**src/rtl/busdog_pkg.sv**
```systemverilog
package busdog_pkg;

    typedef enum logic [1:0] {
        WD_LONG  = 2'b00,
        WD_MID   = 2'b01,
        WD_SHORT = 2'b10,
        WD_OFF   = 2'b11
    } wd_sel_e;

    typedef struct packed {
        logic scl;
        logic sda;
        logic armed;
    } bus_st_t;

endpackage

```
**src/rtl/busdog_bus.sv**
```systemverilog
module busdog_bus
    import busdog_pkg::*;
(
    input  logic clk,
    input  logic rst_n,
    input  logic scl,
    input  logic sda,
    output logic start_o,
    output logic restart_o
);

    bus_st_t st_q, st_d;
    logic    stop_w;
    logic    fall_w;

    always_comb begin
        start_o   = st_q.scl & scl & st_q.sda & ~sda;
        stop_w    = st_q.scl & scl & ~st_q.sda & sda;
        fall_w    = st_q.scl & ~scl;
        restart_o = st_q.armed & fall_w;

        st_d     = st_q;
        st_d.scl = scl;
        st_d.sda = sda;
        if (start_o)
            st_d.armed = 1'b1;
        else if (stop_w || restart_o)
            st_d.armed = 1'b0;
    end

    always_ff @(posedge clk or negedge rst_n) begin
        if (!rst_n) st_q <= '{scl: 1'b1, sda: 1'b1, armed: 1'b0};
        else        st_q <= st_d;
    end

endmodule

```
**src/rtl/busdog_wdt.sv**
```systemverilog
module busdog_wdt
    import busdog_pkg::*;
#(
    parameter int unsigned LONG_TICKS  = 800,
    parameter int unsigned MID_TICKS   = 400,
    parameter int unsigned SHORT_TICKS = 150
) (
    input  logic       clk,
    input  logic       rst_n,
    input  logic       tick,
    input  logic       restart,
    input  logic       cmd_start,
    input  logic       apply,
    input  logic [1:0] sel_in,
    input  logic       on_battery,
    output logic       wdo
);

    localparam int unsigned MAXT = (LONG_TICKS > MID_TICKS)
        ? ((LONG_TICKS > SHORT_TICKS) ? LONG_TICKS : SHORT_TICKS)
        : ((MID_TICKS > SHORT_TICKS) ? MID_TICKS : SHORT_TICKS);
    localparam int unsigned CW = $clog2(MAXT + 1);

    typedef struct packed {
        logic [CW-1:0] cnt;
        logic          wdo;
        wd_sel_e       act;
        wd_sel_e       pend;
    } wdt_st_t;

    wdt_st_t       q, d;
    logic [CW-1:0] limit;
    logic [CW-1:0] nxt;

    always_comb begin
        d = q;
        if (apply) begin
            d.pend = wd_sel_e'(sel_in);
            d.cnt  = '0;
        end
        if (cmd_start)
            d.act = d.pend;

        unique case (d.act)
            WD_LONG:  limit = CW'(LONG_TICKS);
            WD_MID:   limit = CW'(MID_TICKS);
            WD_SHORT: limit = CW'(SHORT_TICKS);
            default:  limit = '1;
        endcase

        nxt = q.cnt + 1'b1;
        if (d.act == WD_OFF) begin
            d.cnt = '0;
            d.wdo = 1'b0;
        end else if (tick && !on_battery && !q.wdo && !apply) begin
            d.cnt = nxt;
            if (nxt >= limit)
                d.wdo = 1'b1;
        end

        if (restart) begin
            d.cnt = '0;
            d.wdo = 1'b0;
        end
    end

    always_ff @(posedge clk or negedge rst_n) begin
        if (!rst_n) q <= '{cnt: '0, wdo: 1'b0, act: WD_OFF, pend: WD_OFF};
        else        q <= d;
    end

    assign wdo = q.wdo;

endmodule

```
**src/rtl/busdog_por.sv**
```systemverilog
module busdog_por #(
    parameter int unsigned SHORT_TICKS = 150,
    parameter int unsigned LONG_TICKS  = 800
) (
    input  logic clk,
    input  logic rst_n,
    input  logic tick,
    input  logic sel_long,
    output logic por_rst
);

    localparam int unsigned MAXT = (LONG_TICKS > SHORT_TICKS) ? LONG_TICKS : SHORT_TICKS;
    localparam int unsigned CW   = $clog2(MAXT + 1);

    typedef struct packed {
        logic [CW-1:0] cnt;
        logic          busy;
    } por_st_t;

    por_st_t       q, d;
    logic [CW-1:0] limit;
    logic [CW-1:0] nxt;

    always_comb begin
        d     = q;
        limit = sel_long ? CW'(LONG_TICKS) : CW'(SHORT_TICKS);
        nxt   = q.cnt + 1'b1;
        if (q.busy && tick) begin
            d.cnt = nxt;
            if (nxt >= limit)
                d.busy = 1'b0;
        end
    end

    always_ff @(posedge clk or negedge rst_n) begin
        if (!rst_n) q <= '{cnt: '0, busy: 1'b1};
        else        q <= d;
    end

    assign por_rst = q.busy;

endmodule

```
**src/rtl/busdog_top.sv**
```systemverilog
module busdog_top #(
    parameter int unsigned WD_LONG_TICKS   = 800,
    parameter int unsigned WD_MID_TICKS    = 400,
    parameter int unsigned WD_SHORT_TICKS  = 150,
    parameter int unsigned POR_SHORT_TICKS = 150,
    parameter int unsigned POR_LONG_TICKS  = 800
) (
    input  logic       clk,
    input  logic       rst_n,
    input  logic       scl,
    input  logic       sda,
    input  logic       tick,
    input  logic [1:0] wd_sel,
    input  logic       wd_apply,
    input  logic       on_battery,
    input  logic       por_sel,
    output logic       wdo,
    output logic       por_rst
);

    logic start_w;
    logic restart_w;

    busdog_bus u_bus (
        .clk       (clk),
        .rst_n     (rst_n),
        .scl       (scl),
        .sda       (sda),
        .start_o   (start_w),
        .restart_o (restart_w)
    );

    busdog_wdt #(
        .LONG_TICKS  (WD_LONG_TICKS),
        .MID_TICKS   (WD_MID_TICKS),
        .SHORT_TICKS (WD_SHORT_TICKS)
    ) u_wdt (
        .clk        (clk),
        .rst_n      (rst_n),
        .tick       (tick),
        .restart    (restart_w),
        .cmd_start  (start_w),
        .apply      (wd_apply),
        .sel_in     (wd_sel),
        .on_battery (on_battery),
        .wdo        (wdo)
    );

    busdog_por #(
        .SHORT_TICKS (POR_SHORT_TICKS),
        .LONG_TICKS  (POR_LONG_TICKS)
    ) u_por (
        .clk      (clk),
        .rst_n    (rst_n),
        .tick     (tick),
        .sel_long (por_sel),
        .por_rst  (por_rst)
    );

endmodule

```
**config.mk**
```make
export PLATFORM = sky130hd
export DESIGN_NAME = busdog_top
export DESIGN_NICKNAME = d
export VERILOG_FILES = /design/src/rtl/busdog_pkg.sv /design/src/rtl/busdog_bus.sv /design/src/rtl/busdog_wdt.sv /design/src/rtl/busdog_por.sv /design/src/rtl/busdog_top.sv
export SDC_FILE = /design/constraint.sdc
export NUM_CORES = 1
export LEC_CHECK = 0
export BUFFER_PORTS_ARGS = -buffer_cell sky130_fd_sc_hd__buf_2
export CORE_MARGIN = 10
export CORE_UTILIZATION = 47
export CTS_BUF_LIST = sky130_fd_sc_hd__clkbuf_2 sky130_fd_sc_hd__clkbuf_4 sky130_fd_sc_hd__clkbuf_8
export DETAILED_ROUTE_END_ITERATION = 10
export HOLD_SLACK_MARGIN = 0.1
export PLACE_DENSITY = 0.74
export SETUP_SLACK_MARGIN = 0.2
export SYNTH_ARGS = -nofsm -noshare
export SYNTH_HDL_FRONTEND = slang
export SYNTH_HIERARCHICAL = 1
export SYNTH_SLANG_ARGS = --single-unit
```
**constraint.sdc**
```tcl
create_clock -name clk -period 3.14 [get_ports clk]
set_clock_uncertainty 0.2 [all_clocks]
set_input_delay 0.471 -clock clk [delete_from_list [all_inputs] [get_ports clk]]
set_output_delay 0.471 -clock clk [all_outputs]
set_load 0.02 [all_outputs]
```
# --- Yosys cells after proc, flatten, opt, wreduce, memory -nomap -nowiden ---
# Cells that the tools add are included.
totals:
  regBits: 29
  out_inout_bits: 2
  wordCells: 52
op_classes:
  n_addsub: 2
  order_cmp: 2
  eq_ne: 3
  n_mux: 11
  bitwise_logic: 10
  reduce_logical: 15
ops:
  columns: ["op", "n"]
  rows:
  - ["11-bit two-way mux", 3]
  - ["10-bit case mux with 3 select lines", 1]
  - ["10-bit by 1-bit adder with 10-bit output (second input constant)", 2]
  - ["10-bit greater-or-equal comparator", 2]
  - ["10-bit two-way mux", 2]
  - ["1-bit bitwise AND", 7]
  - ["3-bit nonzero test", 2]
  - ["2-bit == test (second input constant)", 2]
  - ["1-bit logical AND", 4]
  - ["2-bit two-way mux", 2]
  - ["2-bit AND reduction", 2]
  - ["4-bit nonzero test", 1]
  - ["1-bit zero test", 3]
  - ["1-bit two-way mux", 3]
  - ["1-bit NOT", 3]
  - ["2-bit by 1-bit == test with 1-bit output (second input constant)", 1]
  - ["2-bit zero test", 1]
  - ["2-bit nonzero test", 1]
  - ["1-bit logical OR", 1]

# --- Depth between registers and ports, before layout ---
# Gate-level depths: netlist of the first run.
logic_depth:
  depth_word: 11
  mapped_depth: 12
  depth_no_buf: 12

# --- Modules after synthesis ---
# Netlist of the first run, hierarchy kept.
modules_own_cells:
  columns: ["module", "n_inst", "cells_each", "area_each_um2", "seq_area_each_um2"]
  rows:
  - ["busdog_wdt", 1, 113, 1083.5, 380.4]
  - ["busdog_por", 1, 74, 738.2, 276.5]
  - ["busdog_bus", 1, 10, 121.4, 77.6]

# --- Worst setup path after synthesis of the first run ---
# Ideal clock, no wire load.
synth_timing:
  path_type: "input to register"
  start: "in sda"
  end: "reg u_wdt.q (netlist bit u_wdt/wdo)"
  setup_time_ns: 0.146
  t_arrival_ns: 2.115
  t_required_ns: 2.794
  slack_ns: 0.679
  stages: 9
  n_path_buf: 0
  cell_sequence: "inv_1 -> and4_4 -> nor2_1 -> a21o_1 -> ha_1 -> ha_1 -> a221oi_1 -> o211a_1 -> a221oi_1"
synth_between:
  elab_chain_len: 8
  elab_cells_between_ends: 14
  cone_classes: "order compare: 1; eq/ne: 3; mux: 4; bitwise: 2; reduce/logical: 4"
synth_lines:
  columns: ["item", "line_no", "rtl"]
  rows:
  - ["start: declaration", "busdog_top.sv:11", "input logic sda,"]
  - ["1-bit NOT (*)", "busdog_bus.sv:17", "start_o = st_q.scl & scl & st_q.sda & ~sda;"]
  - ["1-bit bitwise AND (*)", "busdog_bus.sv:17", null]
  - ["net start_w", "busdog_top.sv:21", "logic start_w;"]
  - ["2-bit two-way mux (*)", "busdog_wdt.sv:41", "if (cmd_start)"]
  - ["2-bit == test, or another cell as far along", "busdog_wdt.sv:44", "unique case (d.act)"]
  - ["10-bit case mux with 3 select lines", "busdog_wdt.sv:44", null]
  - ["10-bit greater-or-equal comparator", "busdog_wdt.sv:57", "if (nxt >= limit)"]
  - ["3-bit nonzero test (no line)", null, null]
  - ["2-bit AND reduction (no line)", null, null]
  - ["end signal: assignment", "busdog_wdt.sv:68", "if (!rst_n) q <= '{cnt: '0, wdo: 1'b0, act: WD_OFF, pend: WD_OFF};"]
  - ["end: declaration", "busdog_wdt.sv:31", "wdt_st_t q, d;"]
# Mark *: on every way through the listed nets, which the timed path passes. The rest lies on a longest branch.
# A chain may end at the register's enable or synchronous reset.

# --- Worst setup path after layout of the first run ---
layout_timing:
  start: "reg u_wdt/q[7] in the netlist's numbering"
  end: "reg u_wdt.q (netlist bit u_wdt/wdo)"
layout_between:
  elab_chain_len: 4
layout_lines:
  columns: ["item", "line_no", "rtl"]
  rows:
  - ["10-bit by 1-bit adder with 10-bit output", "busdog_wdt.sv:51", "nxt = q.cnt + 1'b1;"]
  - ["10-bit greater-or-equal comparator", "busdog_wdt.sv:57", null]
  - ["3-bit nonzero test (no line)", null, null]
  - ["2-bit AND reduction (no line)", null, null]
# No other way between the ends.

==> flow_metrics.tcl, run 1 <==
set metrics [dict create \
    fin_hold_ws_ns 0.119 \
    crit_path_start_kind "register" \
    p_sw_share_pct 24.3 \
    cp-end-kind "register" \
    async_flop_share_pct 100 \
    detail_route.vias_per_cell 5.36 \
    holdPathEnd "u_bus/st_q[2]" \
    path_max_fanout 7 \
    dieArea_um2 7110 \
    place_congestion 0.735 \
    wl_per_cell_um 13.5 \
    critPathRequiredTime_ns 3.08 \
    final_core_util_pct 55.1 \
    relSlewSlack_pct 56.9 \
    intPower_uw 763 \
    slew_viol_final 0 \
    hold_path_class "in2reg" \
    crit_type "reg2reg" \
    fin_cells 266 \
    rr_startpoint "u_wdt/q[7]" \
    cts_setup_buffers 0 \
    crit_chain "nand3_2 > nor3_1 > nand3_1 > xnor2_1 > ha_1 > a221oi_1 > o211a_1 > a221oi_1" \
    cts_tree "done" \
    r2r_cells 8 \
    rsz0062_at_grt "false" \
    grt_pass1_wl_mm 6.67 \
    ir_drop_uv 172 \
    clk_latency_ns 0.28 \
    dp_cells 256 \
    cap_violations 0 \
    power_frac_clock_pct 46.4 \
    clk_pin_slew_worst_paths_ns 0.07 \
    seqPwrFrac_pct 39.7 \
    antennaDiodeCount 0 \
    synth_area_um2 1940 \
    syn_to_final_growth_pct 13.3 \
    layout_common_cells "23 x nor2_1, 22 x dfrtp_1, 22 x ha_1" \
    via_count 1427 \
    holdCritStartpoint "scl" \
    yosysTopAreaCell "dfrtp_1" \
    dp_hpwl_mm 2.68 \
    synthFlopType "dfrtp_1" \
    clock_sinks 29 \
    outcome "finished, final reports clean" \
    power_leakage_uw 0.00108 \
    crit_slowest_cell "dfrtp_1" \
    final_common_cell "nor2_1" \
    nFillCells 364 \
    arrival_ns 2.57 \
    multiInputGateArea_um2 1150 \
    synth_nets 229 \
    grt_start_max_net_pins 30 \
    r2r_slack_ns 0.52 \
    comb_power_share_pct 13.8 \
    drc 0 \
    fp-row-count 23 \
    layout.area.seq_um2 734 \
    setup_viol 0 \
    htreeDepth 2 \
    syn_inst 197 \
    grt_usage_pct 11.0 \
    coreArea_um2 4000 \
    wl_mm 3.59 \
    synth-warning-count 6 \
    worstPathBufferInverterCount 0 \
    max_stage_delay_ns 0.45 \
    r2r-end "u_wdt/wdo" \
    die_y_um 84.3 \
    max_freq_ghz 0.381 \
    synth-seq-cells 29 \
    crit_family "simple AND/OR/NAND/NOR gates" \
    grt_antenna_before_repair 0 \
    min_period_ns 2.62 \
    gr-total-overflow 0 \
    ys_top_cells_by_area "dfrtp_1 28%, ha_1 14%, dfstp_2 9.5%" \
    hold_viol_final 0 \
    avgSynthCellArea_um2 9.86 \
    drive_above_1_share_pct 19.0 \
    setup_tns_ns 0 \
    powerDensity_nw_per_um2 458 \
    grt_pass1_vias 1448 \
    fin_nets 247 \
    switchingPower_uw 245 \
    die_w_um 84.3 \
    drtIter0Drc 93 \
    ant_nets 0 \
    yosysSeqAreaShare_pct 37.8 \
    dr.pass1.iters 4 \
    io_pins 12 \
    worst_pin_slew_ns 0.646 \
    start_util_pct 48.6 \
    synth_edf_count 0 \
    crit_top_cell "a221oi_1" \
    synth.distinct_cells 40 \
    cts_resized 0 \
    io_buffers 11 \
    worstHoldPathCells 1 \
    cts_max_path_buffers 2 \
    synth.top_cell.area_share_pct 28.3 \
    post-route-period-util_pct 83.6 \
    root_buffer "clkbuf_8" \
    numCtsBuffers 5 \
    power_uw 1010 \
]
## worst reg2reg max path: cells and delay by family (launching register included)
kind                     cells  cell delay (ns)
AND/OR/NAND/NOR              3             0.73
flip-flops                   1             0.45
XOR/XNOR                     1             0.22
AO/OA/AOI/OAI                3             0.62
adder cells (fa/ha/maj)      1             0.28
## registers in the layout (all words and copies together) (netlist names)
name / cells
u_bus/st_q: 3
u_por/q: 10
u_por/por_rst: 1
u_wdt/q: 14
u_wdt/wdo: 1
## synth_stat cells (all sizes together) (5+ instances only)
| cell | n |
|---|---|
| o21ai | 5 |
| ha | 22 |
| nand2 | 20 |
| dfstp | 7 |
| nor3 | 7 |
| dfrtp | 22 |
| xnor2 | 14 |
| xor2 | 16 |
| inv | 9 |
| a21oi | 10 |
| nor2 | 23 |
| nand3 | 8 |
## power by group through the flow
stage	Sequential, µW	Combinational, µW	Clock, µW
after floorplan	406	95.6	0
after global placement	407	132	0
after detailed placement	407	139	0
after CTS	401	141	475
after global routing	403	162	494
final	401	140	468
## kinds of logic after synthesis
group,count (synthesis),share of synthesized area (%)
AO/OA/AOI/OAI,27,9.01
buffers and inverters,12,2.77
XOR/XNOR,30,13.5
adder cells (fa/ha/maj),22,14.2
flip-flops,29,37.8
AND/OR/NAND/NOR,75,21.7
multiplexers,2,1.03
## final cells by class
cell class,count,share of cell area [%]
multi-input cells,156,52.4
clock buffers,5,3.13
inverters,9,1.53
clock inverters,3,2.95
repair buffers,14,3.75
flip-flops and latches,29,33.4
well taps,50,2.84
## metrics by stage
stage | instance area (µm²) | worst slack (ns)
after CTS | 2200 | 0.524
after floorplan | 1940 | 0.679
after global routing | 2200 | 0.354
after global placement | 2050 | 0.497
after detailed placement | 2050 | 0.416
final | 2200 | 0.516
## worst max path at each step
| stage | from | end | slack, ns | depth (start not counted) |
|---|---|---|---|---|
| global route | u_bus/st_q[2] | u_wdt/wdo | 0.35 | 11 |
| floorplan | sda | u_wdt/wdo | 0.68 | 9 |
| CTS | u_wdt/q[7] | u_wdt/wdo | 0.52 | 8 |
| detailed placement | sda | u_wdt/wdo | 0.42 | 10 |
| global placement | sda | u_wdt/wdo | 0.50 | 13 |
| finish | u_wdt/q[7] | u_wdt/wdo | 0.52 | 8 |
## timing repair
item / 4_1_cts / 5_1_grt
endpoints found under the setup margin: 0 / 0
hold endpoints to repair: 23 / 0
hold buffers: 2 / 0
## routing by layer
layer	global-route usage (%)	share of wire (%)	vias up	routed length [µm]
met5	0	0	-	0
met4	3.50	1.2	0	43
met3	4.15	4.7	5	168
met2	16.1	43	27	1560
met1	14.6	51	675	1820
li1	-	-	720	-
Note: power is estimated with default switching activity, not from simulation.
==> run 2, diff against run 1 <==
--- a/config.mk
+++ b/config.mk
@@ -5,13 +5,14 @@
 export SDC_FILE = /design/constraint.sdc
 export NUM_CORES = 1
 export LEC_CHECK = 0
+export ABC_AREA = 1
 export BUFFER_PORTS_ARGS = -buffer_cell sky130_fd_sc_hd__buf_2
 export CORE_MARGIN = 10
 export CORE_UTILIZATION = 47
 export CTS_BUF_LIST = sky130_fd_sc_hd__clkbuf_2 sky130_fd_sc_hd__clkbuf_4 sky130_fd_sc_hd__clkbuf_8
 export DETAILED_ROUTE_END_ITERATION = 10
 export HOLD_SLACK_MARGIN = 0.1
-export PLACE_DENSITY = 0.74
+export PLACE_DENSITY = 0.77
 export SETUP_SLACK_MARGIN = 0.2
 export SYNTH_ARGS = -nofsm -noshare
 export SYNTH_HDL_FRONTEND = slang
==> constraint.sdc (replaced) <==
create_clock -name clk -period 2.1 [get_ports clk]
set_clock_uncertainty 0.2 [all_clocks]
set_input_delay 0.315 -clock clk [delete_from_list [all_inputs] [get_ports clk]]
set_output_delay 0.315 -clock clk [all_outputs]
set_load 0.02 [all_outputs]
==> run 2 against run 1 <==
  * The run now ends with setup timing left
  * Clock power increased by 12%
  * Cell area increased by 31%
  * Fmax increased by 7.2%
  * Worst setup slack got worse by 0.86 ns
  * Utilization increased by 12 points
  * Synthesized cell count increased by 36%
==> flow_metrics.tcl, run 2 <==
set metrics [dict create \
    highest_layer "met4" \
    grt_pass1_vias 1943 \
    synthMuxAreaShare_pct 0 \
    htreeDepth 2 \
    synth.most_common_cell "nand2_1" \
    final_core_util_pct 66.9 \
    syn_inst 268 \
    failed_checks "setup timing" \
    avgSynthCellArea_um2 7.81 \
    wl_per_cell_um 16.8 \
    top_register "u_wdt/q" \
    powerDensity_nw_per_um2 832 \
    dpl_cell_area_um2 2380 \
    synth-simple-area-share_pct 29.2 \
    synth-warning-count 6 \
    worstPathBufferInverterCount 3 \
    numCtsBuffers 5 \
    setup_ws_ns -0.347 \
    synth_top_family_by_area "simple AND/OR/NAND/NOR gates" \
    hold_path_class "in2reg" \
    largest_reg_flops 14 \
    path_max_fanout 3 \
    dp_hpwl_mm 3.31 \
    drive_above_1_share_pct 40.9 \
    crit_top_cell "nand2_1" \
    antennaDiodeCount 0 \
    seqPwrFrac_pct 31.5 \
    clock_sinks 29 \
    fin_nets 356 \
    cts_tree "done" \
    root_buffer "clkbuf_8" \
    io_pins 12 \
    grt_pass1_wl_mm 8.66 \
    fp-row-count 24 \
    synth_area_um2 2090 \
    power_uw 2410 \
    critPathRequiredTime_ns 2.09 \
    ir_drop_uv 694 \
    clk_pin_slew_worst_paths_ns 0.07 \
    crit_family "simple AND/OR/NAND/NOR gates" \
    power_frac_clock_pct 21.8 \
    cap_violations 0 \
    switchingPower_uw 948 \
    finalInstanceArea_um2 2890 \
    crit_type "reg2reg" \
    grt_antenna_before_repair 0 \
    power_leakage_uw 0.00150 \
    post-route-period-util_pct 117 \
    synth.top_cell.area_share_pct 26.3 \
    place_congestion 0.865 \
    intPower_uw 1460 \
    max_freq_ghz 0.409 \
    setup_viol 13 \
    crit_chain "nand2_2 > inv_4 > nand3_4 > inv_4 > or2_2 > o21ai_2 > buf_4 > ha_4 > ha_4 > a21oi_1 > nand2_1 > nand2_1 > nand4_1 > nand2_1 > nand2_1" \
    cts_max_path_buffers 2 \
    route.met2.wl_mm 3.21 \
    synth_xor_area_share_pct 3.71 \
    yosysSeqAreaShare_pct 35.1 \
    synth_edf_count 0 \
    clk_latency_ns 0.29 \
    die_y_um 86.7 \
    largestRegisters "u_wdt/q x14, u_por/q x10, u_bus/st_q x3" \
    ant_nets 0 \
    io_buffers 11 \
    relSlewSlack_pct 53.1 \
    synth.distinct_cells 34 \
    comb_power_share_pct 46.7 \
    nFillCells 302 \
    final_common_cell "nand2_1" \
    cp-end-kind "register" \
    die_w_um 86.7 \
    route.met3.wl_um 328 \
    via_count 2071 \
    rsz0062_at_grt "true" \
    grt_usage_pct 14.4 \
    drtIter0Drc 125 \
    min_period_ns 2.45 \
    crit_slowest_cell "dfstp_2" \
    syn_to_final_growth_pct 38.3 \
    m1WireLength_mm 2.46 \
    start_util_pct 48.4 \
    drc 0 \
    hold_viol_final 0 \
    gr-total-overflow 0 \
    fin_cells 377 \
    outcome "complete, but fails checks" \
    synthFlopType "dfrtp_1" \
    worst_pin_slew_ns 0.704 \
    yosys-top-cells-count "82 x nand2_1, 46 x inv_1, 22 x dfrtp_1, 22 x ha_1, 13 x nand3_1" \
    dp_cells 349 \
    coreArea_um2 4320 \
    layout_common_cells "72 x nand2_1, 40 x inv_1, 29 x buf_4" \
    slew_viol_final 0 \
    p_sw_share_pct 39.4 \
    yosysTopAreaCell "dfrtp_1" \
    dpl_worst_slack_ns -0.368 \
    dr.pass1.iters 4 \
    synth_fa_ha_area_share_pct 13.2 \
    crit_path_start_kind "register" \
    wl_mm 6.35 \
    arrival_ns 2.43 \
    synth_nets 300 \
    ys_top_cells_by_area "dfrtp_1 26%, nand2_1 15%, ha_1 13%" \
    max_stage_delay_ns 0.54 \
    synth_compound_area_share_pct 9.81 \
    detail_route.vias_per_cell 5.49 \
    async_flop_share_pct 100 \
    grt_start_max_net_pins 30 \
    synth-seq-cells 29 \
    dieArea_um2 7520 \
]
[run 2: changes by cell type in the layout (fill, tap and decap cells not counted), moves of 6 or more]
cell / previous run / this run
inv_2: 0 / 7
nand2_2: 1 / 9
xnor2_1: 14 / 1
ha_4: 0 / 8
a21oi_1: 10 / 3
nand2_1: 19 / 72
nor2_4: 0 / 6
inv_1: 9 / 40
buf_4: 1 / 29
xor2_1: 16 / 5
buf_6: 0 / 6
ha_1: 22 / 13
nor2_1: 23 / 8
[run 2: path summary, 6_finish.rpt]
path | from | end | slack (ns) | cells past startpoint
hold reg to reg | u_por/por_rst | u_por/por_rst | 0.26 | 2
setup / recovery | u_bus/st_q[2] | u_wdt/wdo | -0.35 | 15
hold / removal | wd_sel[1] | u_wdt/q[1] | 0.18 | 4
min in group asynchronous | rst_n | u_por/q[5] | 0.41 | 2
setup reg to reg | u_bus/st_q[2] | u_wdt/wdo | -0.35 | 15
max in group asynchronous | rst_n | u_por/q[3] | 0.80 | 2
[run 2: repair_timing]
item                                   in CTS  in global routing
pin swaps                                   9                 24
hold buffers                                4                  0
setup endpoints to repair                  12                 13
resized for setup                          27                 27
setup buffers                              12                  4
endpoints found under the hold margin      25                  0
[run 2: per-stage QoR]
stage / TNS [ns] / hold WS (ns)
2_1_floorplan: -0.130 / -0.181
3_3_place_gp: -1.73 / 0.185
3_5_place_dp: -2.17 / 0.193
4_1_cts: -1.62 / 0.124
5_1_grt: -3.62 / 0.221
6_report: -2.32 / 0.183
[run 2: final cells by class]
type | instances | area, µm² | share of cell area [%]
sequential | 29 | 736 | 25.4
timing repair buffer | 50 | 380 | 13.1
clock buffer | 8 | 97.6 | 3.37
inverter | 49 | 189 | 6.53
tap | 52 | 65.1 | 2.25
multi-input combinational | 189 | 1430 | 49.3
[run 2: power by group through the flow]
stage / registers, µW / clock network [µW] / logic (µW)
finish: 758 / 524 / 1130
floorplan: 762 / 0 / 486
CTS: 743 / 520 / 891
global route: 769 / 546 / 1210
global placement: 749 / 0 / 700
detailed placement: 749 / 0 / 722
[run 2: logic make-up after synthesis]
| logic type | Yosys count |
|---|---|
| compound gates | 29 |
| flops | 29 |
| fa+ha+maj | 22 |
| simple gates | 130 |
| xor+xnor | 8 |
| buf+inv | 50 |
[run 2: worst register-to-register path, stage by stage, from the launching register on]
cell	delay, ns
dfstp_2	0.54
nand2_2	0.06
inv_4	0.06
nand3_4	0.08
inv_4	0.08
or2_2	0.10
o21ai_2	0.06
buf_4	0.15
ha_4	0.31
ha_4	0.22
a21oi_1	0.16
nand2_1	0.08
nand2_1	0.06
nand4_1	0.09
nand2_1	0.07
nand2_1	0.04
[run 2: metal layers]
| metal | global-route usage (%) | vias up |
|---|---|---|
| li1 | - | 960 |
| met1 | 16.0 | 996 |
| met2 | 24.4 | 85 |
| met3 | 3.94 | 30 |
| met4 | 8.10 | 0 |
| met5 | 0 | - |
==> run 3, diff against run 2 <==
--- a/config.mk
+++ b/config.mk
@@ -13,8 +13,10 @@
 export DETAILED_ROUTE_END_ITERATION = 10
 export HOLD_SLACK_MARGIN = 0.1
 export PLACE_DENSITY = 0.77
+export RECOVER_POWER = 25
 export SETUP_SLACK_MARGIN = 0.2
 export SYNTH_ARGS = -nofsm -noshare
 export SYNTH_HDL_FRONTEND = slang
 export SYNTH_HIERARCHICAL = 1
 export SYNTH_SLANG_ARGS = --single-unit
+export TNS_END_PERCENT = 5
==> run 3 against run 2 <==
  * The flow still finishes with violations (setup timing)
  * Count of clock-buffer cells in the layout decreased by 2
  * Register-to-register slack about the same
  * Critical path type unchanged
  * Fmax decreased by 0.15%
  * Critical path depth stayed put
  * Combinational power down 17%
  * Largest power group unchanged
  * Non-clock buffer count fell by 9
==> flow_metrics.tcl, run 3 (same netlist as run 2, synthesis figures left out) <==
set metrics [dict create \
    outcome "complete, but fails checks" \
    failed_checks "setup timing" \
    drtIter0Drc 123 \
    final_common_cell "nand2_1" \
    dp_cells 348 \
    fin_hold_ws_ns 0.159 \
    fp-row-count 24 \
    wl_per_cell_um 14.1 \
    setup_ws_ns -0.351 \
    ir_drop_uv 645 \
    dieArea_um2 7520 \
    grt_pass1_vias 1880 \
    detail_route.vias_per_cell 5.15 \
    root_buffer "clkbuf_8" \
    die_w_um 86.7 \
    cts_tree "done" \
    slew_viol_final 0 \
    largestRegisters "u_wdt/q x14, u_por/q x10, u_bus/st_q x3" \
    dp_hpwl_mm 3.43 \
    clock_sinks 29 \
    drive_above_1_share_pct 34.2 \
    dpl_cell_area_um2 2360 \
    worst_pin_slew_ns 0.650 \
    via_count 1895 \
    die_y_um 86.7 \
    drc 0 \
    setup_viol 12 \
    layout_common_cells "77 x nand2_1, 40 x inv_1, 23 x buf_4" \
    rsz0062_at_grt "true" \
    largest_reg_flops 14 \
    layout.area.seq_um2 734 \
    setup_tns_ns -3.14 \
    cap_violations 0 \
    gr-total-overflow 0 \
    arrival_ns 2.48 \
    cp-end-kind "register" \
    critPathRequiredTime_ns 2.13 \
    htreeDepth 2 \
    crit_type "reg2reg" \
    grt_pass1_wl_mm 8.43 \
    antennaDiodeCount 0 \
    hold_path_class "in2reg" \
    cts_max_path_buffers 2 \
    hold_viol_final 0 \
    multiInputGateArea_um2 1340 \
    coreArea_um2 4320 \
    wl_mm 5.17 \
    top_register "u_wdt/q" \
    fin_nets 347 \
    grt_usage_pct 13.9 \
    worstHoldPathCells 4 \
    power_uw 2150 \
    grt_antenna_before_repair 0 \
    path_max_fanout 3 \
    nFillCells 347 \
    finalInstanceArea_um2 2710 \
    fin_cells 368 \
    dr.pass1.iters 4 \
    min_period_ns 2.45 \
    powerDensity_nw_per_um2 791 \
    relSlewSlack_pct 56.7 \
    ant_nets 0 \
    r2r_cells 15 \
    power_leakage_uw 0.00144 \
    io_pins 12 \
    numCtsBuffers 5 \
    syn_to_final_growth_pct 29.7 \
    clk_pin_slew_worst_paths_ns 0.07 \
    start_util_pct 48.4 \
    io_buffers 11 \
    crit_path_start_kind "register" \
    max_freq_ghz 0.408 \
    place_congestion 0.825 \
    grt_start_max_net_pins 30 \
    post-route-period-util_pct 117 \
    clk_latency_ns 0.29 \
]
==> run 3: cell count changes in the layout (fill, tap and decap cells not counted), moves of 2 or more <==
cell      before  now
buf_4         29   23
nand2_1       72   77
buf_6          6    2
nand3_1        7   11
nand2_2        9    6
nand3_2        6    3
o21ai_2        5    2
clkinv_2       0    2
ha_1          13   15
ha_4           8    6
nand2_4        5    3
o21ai_1        1    3
==> run 3: worst paths after layout <==
kind                               start            end  slack [ns]
max                        u_bus/st_q[2]      u_wdt/wdo       -0.35
min                                  sda  u_bus/st_q[0]        0.16
max reg2reg                u_bus/st_q[2]      u_wdt/wdo       -0.35
min reg2reg                u_por/por_rst  u_por/por_rst        0.27
max in group asynchronous          rst_n     u_por/q[2]        0.88
min in group asynchronous          rst_n      u_wdt/wdo        0.39
==> run 3: area by class of cell <==
cell class	instances	share of cell area [%]
repair buffers	41	11.0
clock buffers	6	2.81
multi-input cells	189	49.4
well taps	52	2.40
inverters	49	6.96
clock inverters	2	0.369
flip-flops and latches	29	27.1
==> run 3: worst max-delay path, stage by stage (launching register included) <==
cell and delay (ns):
dfstp_2 0.55, nand2_2 0.07, inv_4 0.07, nand3_4 0.07
inv_4 0.07, inv_2 0.06, o21ai_4 0.17, buf_6 0.13
ha_4 0.21, ha_4 0.27, nand2_2 0.05, nor2_1 0.15
nand3_1 0.11, nand4_1 0.11, nand2_1 0.06, nand2_1 0.06
==> run 3: per-layer routing <==
layer  routed length, µm  track usage [%]  vias up  share of wire, %
li1                    -                -      940                 -
met1                2150             15.5      895                42
met2                2710             24.7       48                52
met3                 203             3.85       12               3.9
met4                 106             4.71        0               2.0
met5                   0                0        -                 0
==> run 3: what timing repair did <==
action | 4_1_cts | 5_1_grt
pin swaps | 9 | 12
gates resized for setup | 20 | 14
setup endpoints to repair | 12 | 14
setup buffers | 3 | 5
hold endpoints to repair | 25 | 0
hold buffers | 4 | 0
==> run 3: stage by stage <==
step,worst slack (ns),utilization (%)
finish,-0.351,62.7
global route,-0.452,62.7
CTS,-0.270,60.6
detailed placement,-0.404,54.7
global placement,-0.341,54.7
floorplan,-0.130,-
==> run 3: power by group <==
part	switching (µW)	total, µW	internal [µW]	leakage [µW]
Combinational	523	934	410	0.00102
Sequential	80.7	749	668	0.000372
Clock	221	463	242	0.0000484
Total	825	2150	1320	0.00144
